[src/rtl/hsp_pkg.sv]
package hsp_pkg;
  typedef struct packed {
    logic gate;
    logic fault_n;
    logic status_n;
  } hsp_chan_out_t;
endpackage

[src/rtl/hsp_sync.sv]
module hsp_sync #(
  parameter int W = 1,
  parameter int STAGES = 2,
  parameter bit RST_VAL = 1'b0
) (
  input  logic         clk,
  input  logic         rst,
  input  logic [W-1:0] d,
  output logic [W-1:0] q
);
  logic [W-1:0] st [STAGES];

  always_ff @(posedge clk) begin
    if (rst) begin
      for (int i = 0; i < STAGES; i++) st[i] <= {W{RST_VAL}};
    end else begin
      st[0] <= d;
      for (int i = 1; i < STAGES; i++) st[i] <= st[i-1];
    end
  end

  assign q = st[STAGES-1];
endmodule

[src/rtl/hsp_channel.sv]
module hsp_channel
  import hsp_pkg::*;
#(
  parameter int BLANK_CYCLES = 1500
) (
  input  logic          clk,
  input  logic          rst,
  input  logic          cmd_s,
  input  logic          oc_s,
  input  logic          block_s,
  output hsp_chan_out_t out
);
  localparam int CW = $clog2(BLANK_CYCLES + 1);
  localparam logic [CW-1:0] LOAD = CW'(BLANK_CYCLES - 1);

  logic          cmd_d;
  logic [CW-1:0] cnt_q, cnt_nxt;
  logic          trip_q, trip_nxt;
  logic          fault_q, fault_nxt;
  logic          gate_q, status_n_q;
  logic          rise, masked, arm, trip_set;

  assign rise     = cmd_s & ~cmd_d;
  assign masked   = rise | (cnt_q != '0);
  assign arm      = cmd_s & ~block_s & ~trip_q;
  assign trip_set = arm & oc_s & ~masked;
  assign trip_nxt = cmd_s & (trip_q | trip_set);

  always_comb begin
    if (!cmd_s)            cnt_nxt = '0;
    else if (rise)         cnt_nxt = LOAD;
    else if (cnt_q != '0)  cnt_nxt = cnt_q - 1'b1;
    else                   cnt_nxt = '0;
  end

  always_comb begin
    if (trip_set)   fault_nxt = 1'b1;
    else if (rise)  fault_nxt = 1'b0;
    else            fault_nxt = fault_q;
  end

  always_ff @(posedge clk) begin
    if (rst) begin
      cmd_d      <= 1'b0;
      cnt_q      <= '0;
      trip_q     <= 1'b0;
      fault_q    <= 1'b0;
      gate_q     <= 1'b0;
      status_n_q <= 1'b1;
    end else begin
      cmd_d      <= cmd_s;
      cnt_q      <= cnt_nxt;
      trip_q     <= trip_nxt;
      fault_q    <= fault_nxt;
      gate_q     <= arm & ~trip_set;
      status_n_q <= ~oc_s;
    end
  end

  assign out.gate     = gate_q;
  assign out.fault_n  = ~fault_q;
  assign out.status_n = status_n_q;


  blank_mask_chk: assert property (@(posedge clk) disable iff (rst)
    (masked && !trip_q) |=> !trip_q);

  trip_hold_chk: assert property (@(posedge clk) disable iff (rst)
    (trip_q && cmd_s) |=> (trip_q && !gate_q));

  fault_release_chk: assert property (@(posedge clk) disable iff (rst)
    (fault_q && !rise) |=> fault_q);

  status_live_chk: assert property (@(posedge clk) disable iff (rst)
    oc_s |=> !status_n_q);

  no_trip_off_chk: assert property (@(posedge clk) disable iff (rst)
    (!trip_q && (!cmd_s || block_s)) |=> !trip_q);
endmodule

[src/rtl/hs_protect_ctrl.sv]
module hs_protect_ctrl
  import hsp_pkg::*;
#(
  parameter int NCH = 2,
  parameter int SYNC_STAGES = 2,
  parameter int BLANK_CYCLES = 1500
) (
  input  logic           clk,
  input  logic           rst,
  input  logic [NCH-1:0] cmd_i,
  input  logic [NCH-1:0] oc_i,
  input  logic           inhibit_i,
  input  logic           uv_i,
  output logic [NCH-1:0] gate_en_o,
  output logic [NCH-1:0] fault_n_o,
  output logic [NCH-1:0] status_n_o
);
  logic [NCH-1:0] cmd_s, oc_s;
  logic           inh_s, uv_s, block_s;
  hsp_chan_out_t  ch_out [NCH];

  hsp_sync #(.W(NCH), .STAGES(SYNC_STAGES), .RST_VAL(1'b0)) u_cmd_sync (
    .clk(clk), .rst(rst), .d(cmd_i), .q(cmd_s));
  hsp_sync #(.W(NCH), .STAGES(SYNC_STAGES), .RST_VAL(1'b0)) u_oc_sync (
    .clk(clk), .rst(rst), .d(oc_i), .q(oc_s));
  hsp_sync #(.W(1), .STAGES(SYNC_STAGES), .RST_VAL(1'b1)) u_inh_sync (
    .clk(clk), .rst(rst), .d(inhibit_i), .q(inh_s));
  hsp_sync #(.W(1), .STAGES(SYNC_STAGES), .RST_VAL(1'b0)) u_uv_sync (
    .clk(clk), .rst(rst), .d(uv_i), .q(uv_s));

  assign block_s = inh_s | uv_s;

  for (genvar g = 0; g < NCH; g++) begin : g_ch
    hsp_channel #(.BLANK_CYCLES(BLANK_CYCLES)) u_ch (
      .clk(clk), .rst(rst),
      .cmd_s(cmd_s[g]), .oc_s(oc_s[g]), .block_s(block_s),
      .out(ch_out[g]));
    assign gate_en_o[g]  = ch_out[g].gate;
    assign fault_n_o[g]  = ch_out[g].fault_n;
    assign status_n_o[g] = ch_out[g].status_n;
  end


  inhibit_off_chk: assert property (@(posedge clk) disable iff (rst)
    inh_s |=> (gate_en_o == '0));

  uv_off_chk: assert property (@(posedge clk) disable iff (rst)
    uv_s |=> (gate_en_o == '0));

  reset_state_chk: assert property (@(posedge clk)
    rst |=> (gate_en_o == '0 && fault_n_o == '1 && status_n_o == '1));
endmodule

[config.mk]
export PLATFORM = sky130hd
export DESIGN_NAME = hs_protect_ctrl
export DESIGN_NICKNAME = d
export VERILOG_FILES = /design/src/rtl/hsp_pkg.sv /design/src/rtl/hsp_sync.sv /design/src/rtl/hsp_channel.sv /design/src/rtl/hs_protect_ctrl.sv
export SDC_FILE = /design/constraint.sdc
export NUM_CORES = 1
export LEC_CHECK = 0
export CAP_MARGIN = 20
export CORE_UTILIZATION = 60
export CTS_CLUSTER_DIAMETER = 50
export DETAILED_ROUTE_END_ITERATION = 7
export DONT_BUFFER_PORTS = 1
export PLACE_DENSITY = 0.76
export RECOVER_POWER = 100
export SYNTH_ARGS = -nofsm -noshare
export SYNTH_HDL_FRONTEND = slang
export SYNTH_SLANG_ARGS = --single-unit
[constraint.sdc]
create_clock -name clk -period 3.2 [get_ports clk]
set_clock_uncertainty 0.1 [all_clocks]
set_input_delay 0.48 -clock clk [delete_from_list [all_inputs] [get_ports clk]]
set_output_delay 0.48 -clock clk [all_outputs]
set_load 0.005 [all_outputs]
# After elaboration in Yosys (flattened, before gate mapping)
# Memories as Yosys holds them, arrays and structs flattened.
# Cells that the tools add are included.
# Widths: inputs -> output; s select.
# word_totals
n_memories	4
out_inout_bits	6
ff_bits	32
inputBits	8
mem_bits_rw	12
# classes
n_reduce_logical	8
mux	19
bitwise_logic	44
n_addsub	2
# mem_list
name	depth	width	rd	rd_ports_with_merged_regs	write_ports	line	source
u_cmd_sync.st	2	2	2	0	2	hsp_sync.sv:11	logic [W-1:0] st [STAGES];
u_oc_sync.st	2	2	2	0	2	hsp_sync.sv:11	
u_inh_sync.st	2	1	2	0	2	hsp_sync.sv:11	
u_uv_sync.st	2	1	2	0	2	hsp_sync.sv:11	
# ops
op	count
$mux 11	4
$reduce_bool 11->1	2
$sub 11x1->11 const B	2
$not 1->1	17
$and 1x1->1	14
$or 1x1->1	13
$mux 1	11
$mux 2	4
$reduce_or 4->1	2
$reduce_bool 2->1	2
$reduce_or 2->1	2

# Logic depth before layout (Yosys ltp)
# depth
ltp_word	8
depth_mapped	6
ltp_nobuf	6

# By module
# From an unflattened synthesis, not the netlist that was laid out.
# unflattened
cells_unflattened	175
area_unflattened_um2	1798.0
# modules_own_cells
mod	instances	area_per_inst_um2	cells_each
hsp_channel	2	723.2	73
hsp_sync at u_cmd_sync ...	2	120.1	10
hsp_sync at u_inh_sync ...	2	52.6	4
hs_protect_ctrl	1	6.3	1

# Worst setup path before layout
# OpenSTA, ideal clock, no wires.
# synth_path
path_type	flip-flop to flip-flop
startpoint	register g_ch[1].u_ch.cnt_q[0]
endpoint	register g_ch[1].u_ch.trip_q
arrival_time_ns	1.428
period_less_slack_ns	1.599
required_time_ns	3.030
path_stages_with_launch	7
setup_slack_ns	1.601
path_cell_list	dfxtp_1 > inv_1 > ha_1 > nor3b_2 > nand3_2 > or3_1 > a21oi_1
# synth_via
elab_chain_len	6
# synth_lines
item	line	source
from (decl)	hsp_channel.sv:17	logic [CW-1:0] cnt_q, cnt_nxt;
from (signal assigned)	hsp_channel.sv:52	cnt_q <= cnt_nxt;
$reduce_bool 11->1	hsp_channel.sv:24	assign masked = rise | (cnt_q != '0);
$or 1x1->1	hsp_channel.sv:24	
$not 1->1	hsp_channel.sv:26	assign trip_set = arm & oc_s & ~masked;
$and 1x1->1	hsp_channel.sv:26	
$or 1x1->1	hsp_channel.sv:27	assign trip_nxt = cmd_s & (trip_q | trip_set);
$and 1x1->1	hsp_channel.sv:27	
to (signal assigned)	hsp_channel.sv:53	trip_q <= trip_nxt;
to (decl)	hsp_channel.sv:18	logic trip_q, trip_nxt;
# Every way passes these cells.
# A chain may end at the register's enable or synchronous reset.

# Worst setup path after layout
# layout_path
startpoint	register g_ch[1].u_ch.cnt_q[0]
endpoint	register g_ch[1].u_ch.fault_q
# layout_via
elab_chain_len	5
elab_cells_between_ends	6
cone_classes	1 x mux; 3 x bitwise; 2 x reduce/logical
# layout_lines
item	line	source
$reduce_bool 11->1 *	hsp_channel.sv:24	
$or 1x1->1 *	hsp_channel.sv:24	
$not 1->1 *	hsp_channel.sv:26	
$and 1x1->1 *	hsp_channel.sv:26	
$mux 1 or $reduce_bool 2->1 (tied branches)	-	
to (signal assigned)	hsp_channel.sv:54	fault_q <= fault_nxt;
to (decl)	hsp_channel.sv:19	logic fault_q, fault_nxt;
# Mark *: on every way between the ends. The rest lies on a longest branch, timed or not.

==> flow_summary.json <==
{
  "via_count": 1177,
  "dp_hpwl_um": 1920,
  "syn_area_per_cell_um2": 9.49,
  "cts-hold-fix-buffers": 0,
  "cts_made_buffers": 5,
  "cts_tree": "done",
  "detail_route.wl_per_cell_um": 12.9,
  "drt_pass1_iterations": 4,
  "die_y_um": 55.5,
  "maxCapViolations": 0,
  "rsz0062_at_grt": "no",
  "grt_pass1_vias": 1085,
  "clk_path_buf_depth": 2,
  "irDropWorstVdd_uv": 520,
  "cpMaxStageDelayCell": "nor3b_1",
  "antenna_left": 0,
  "cts_resized": 0,
  "cts_setup_buffers": 0,
  "placed_area_mm2": 0.00170,
  "worstPathCellList": "inv_1, ha_1, nor3b_1, nand3_2, or3_1, a21oi_1",
  "synth_mux_area_frac": 0.00583,
  "num_io_pins": 14,
  "timing.final.crit_period_ns": 2.09,
  "grt_use_total": 0.192,
  "hold_slack_ns": 0.0903,
  "synth_edf_count": 0,
  "via_per_inst": 5.66,
  "htree_levels": 2,
  "clock-root-buffer": "clkbuf_4",
  "cp_max_fo": 5,
  "synth_area_mm2": 0.00172,
  "cp.arrival_ns": 2.27,
  "drv_slew": 0,
  "clk-insertion-delay-late_ns": 0.34,
  "clk_pin_slew_ns": 0.12,
  "cts_sinks": 44,
  "drt_iter0_drc": 43,
  "cp-start-kind": "flop",
  "synth_compound_area_frac": 0.0976,
  "antennaDiodeCount": 0,
  "grt_pass1_wl_um": 4520,
  "min_path_type": "in -> reg",
  "wirelength_um": 2680,
  "synth_xor_area_frac": 0.0612,
  "place_congestion": 0.862,
  "yosysSeqAreaShare": 0.513,
  "synth.net_count": 191,
  "worstSetupPathType": "reg -> reg",
  "synth-seq-cells": 44,
  "final_area_mm2": 0.00177,
  "portBuffers": 0,
  "drive_above_1_share": 0.0734,
  "fmax_ghz": 0.478,
  "synth_top_family_by_area": "simple AND/OR/NAND/NOR gates",
  "synth_flop_cell": "dfxtp_1",
  "synthesis.instances": 181,
  "worstPathRequired_ns": 3.38,
  "worstMarginPinSlew_ns": 0.727,
  "async_flop_share": 0,
  "grt_antenna_before_repair": 0,
  "hold_viol": 0,
  "row_count": 19,
  "grt_max_degree": 21,
  "initial_core_util": 0.628,
  "core-area_mm2": 0.00273,
  "overflow": 0,
  "end_kind": "flop",
  "relSlewSlack": 0.511,
  "setup_viol": 0,
  "die_area_mm2": 0.00308,
  "synth-adder-area-share": 0.0146,
  "tns_ns": 0,
  "p_per_area_mw_per_mm2": 599,
  "synth-simple-area-share": 0.254,
  "status": "finished clean",
  "drc": 0,
  "p_leak_nw": 0.723,
  "cpPeakStageDelay_ns": 0.58,
  "area_delta_synth_final_pct": 2.99,
  "ys_warn_count": 0,
  "fin_nets": 187,
  "die_w_um": 55.5,
  "synth.distinct_cells": 40,
  "fin_crit_sh": 0.653
}
==> power by group <==
| group | internal [mW] | switching [mW] | total, mW |
|---|---|---|---|
| logic | 0.0380 | 0.0440 | 0.0820 |
| clock network | 0.239 | 0.163 | 0.402 |
| registers | 0.563 | 0.0116 | 0.575 |
| total | 0.840 | 0.219 | 1.06 |
==> cells in the final DEF (no fill, tap or decap), types with 2 or more instances in the layout <==
master and n:
a21oi_1 12, bufinv_16 2, clkbuf_4 5, dfxtp_1 44, ha_1 2, inv_1 9
nand2_1 11, nand2b_1 8, nand3_1 6, nor2_1 17, nor2b_1 10, nor3_1 7
nor3b_1 3, o21ai_0 2, o22ai_1 5, o31ai_1 2, or2_2 2, xnor2_1 7
xor2_1 5
==> logic make-up (layout without fill, tap and decap cells) <==
| kind of cell | count (synthesis) | in the layout |
|---|---|---|
| simple gates | 75 | 75 |
| flops | 44 | 44 |
| compound gates | 27 | 27 |
| buf+inv | 20 | 16 |
| xor+xnor | 12 | 12 |
| fa+ha+maj | 2 | 2 |
| mux | 1 | 1 |
==> synth_stat cells (4+ instances only) <==
master,n,share of area
dfxtp_1,44,0.51
nor2_1,17,0.037
a21oi_1,12,0.035
nand2_1,11,0.024
nor2b_1,10,0.036
inv_1,9,0.020
nand2b_1,8,0.029
nor3_1,7,0.020
xnor2_1,7,0.036
nand3_1,6,0.017
clkbuf_1,5,0.011
o22ai_1,5,0.018
xor2_1,5,0.025
buf_4,4,0.017
==> registers in the layout (all words and copies together), names as in the netlist <==
| register | flops |
|---|---|
| g_ch.u_ch.status_n_q | 2 |
| u_cmd_sync.st | 4 |
| g_ch.u_ch.trip_q | 2 |
| u_inh_sync.st | 2 |
| g_ch.u_ch.gate_q | 2 |
| u_oc_sync.st | 4 |
| g_ch.u_ch.cnt_q | 22 |
| g_ch.u_ch.fault_q | 2 |
| u_uv_sync.st | 2 |
| g_ch.u_ch.cmd_d | 2 |
==> critical path, delay by kind of cell (launching register included) <==
| family | cells | cell delay (ns) |
|---|---|---|
| AOI/OAI and AO/OA | 1 | 0.15 |
| adders and majority gates | 1 | 0.17 |
| buffers and inverters | 1 | 0.06 |
| DFF | 1 | 0.36 |
| and+or+nand+nor | 3 | 1.19 |
==> per-stage QoR <==
stage | std cells | setup WS [ns] | util | power (mW)
after detailed placement | 201 | 1.42 | 0.621 | 0.672
after global routing | 208 | 0.899 | 0.647 | 1.10
after CTS | 208 | 1.39 | 0.657 | 1.07
after floorplan | 181 | 1.60 | - | 0.661
after global placement | 201 | 1.52 | 0.621 | 0.667
final | 208 | 1.11 | 0.647 | 1.06
==> worst paths after layout <==
path | startpoint | end | slack [ns] | cells after the start
setup / recovery | g_ch[1].u_ch.cnt_q[0] | g_ch[1].u_ch.fault_q | 1.11 | 6
hold / removal | rst | u_cmd_sync.st[0][3] | 0.09 | 1
setup reg to reg | g_ch[1].u_ch.cnt_q[0] | g_ch[1].u_ch.fault_q | 1.11 | 6
hold reg to reg | u_oc_sync.st[0][3] | g_ch[1].u_ch.status_n_q | 0.30 | 1
==> per-layer routing <==
layer	wire length [µm]	GRT usage	vias up
li1	-	-	597
met1	1190	0.217	551
met2	1350	0.329	21
met3	78	0.0422	8
met4	58	0.118	0
met5	0	0	-
==> cell type report <==
cell class	instances	area [µm²]
Multi-Input combinational cell	117	718
Clock inverter	2	60.1
Fill cell	227	965
Tap cell	31	38.8
Clock buffer	5	37.5
Sequential cell	44	881
Inverter	9	33.8
(Power assumes the default switching activity.)
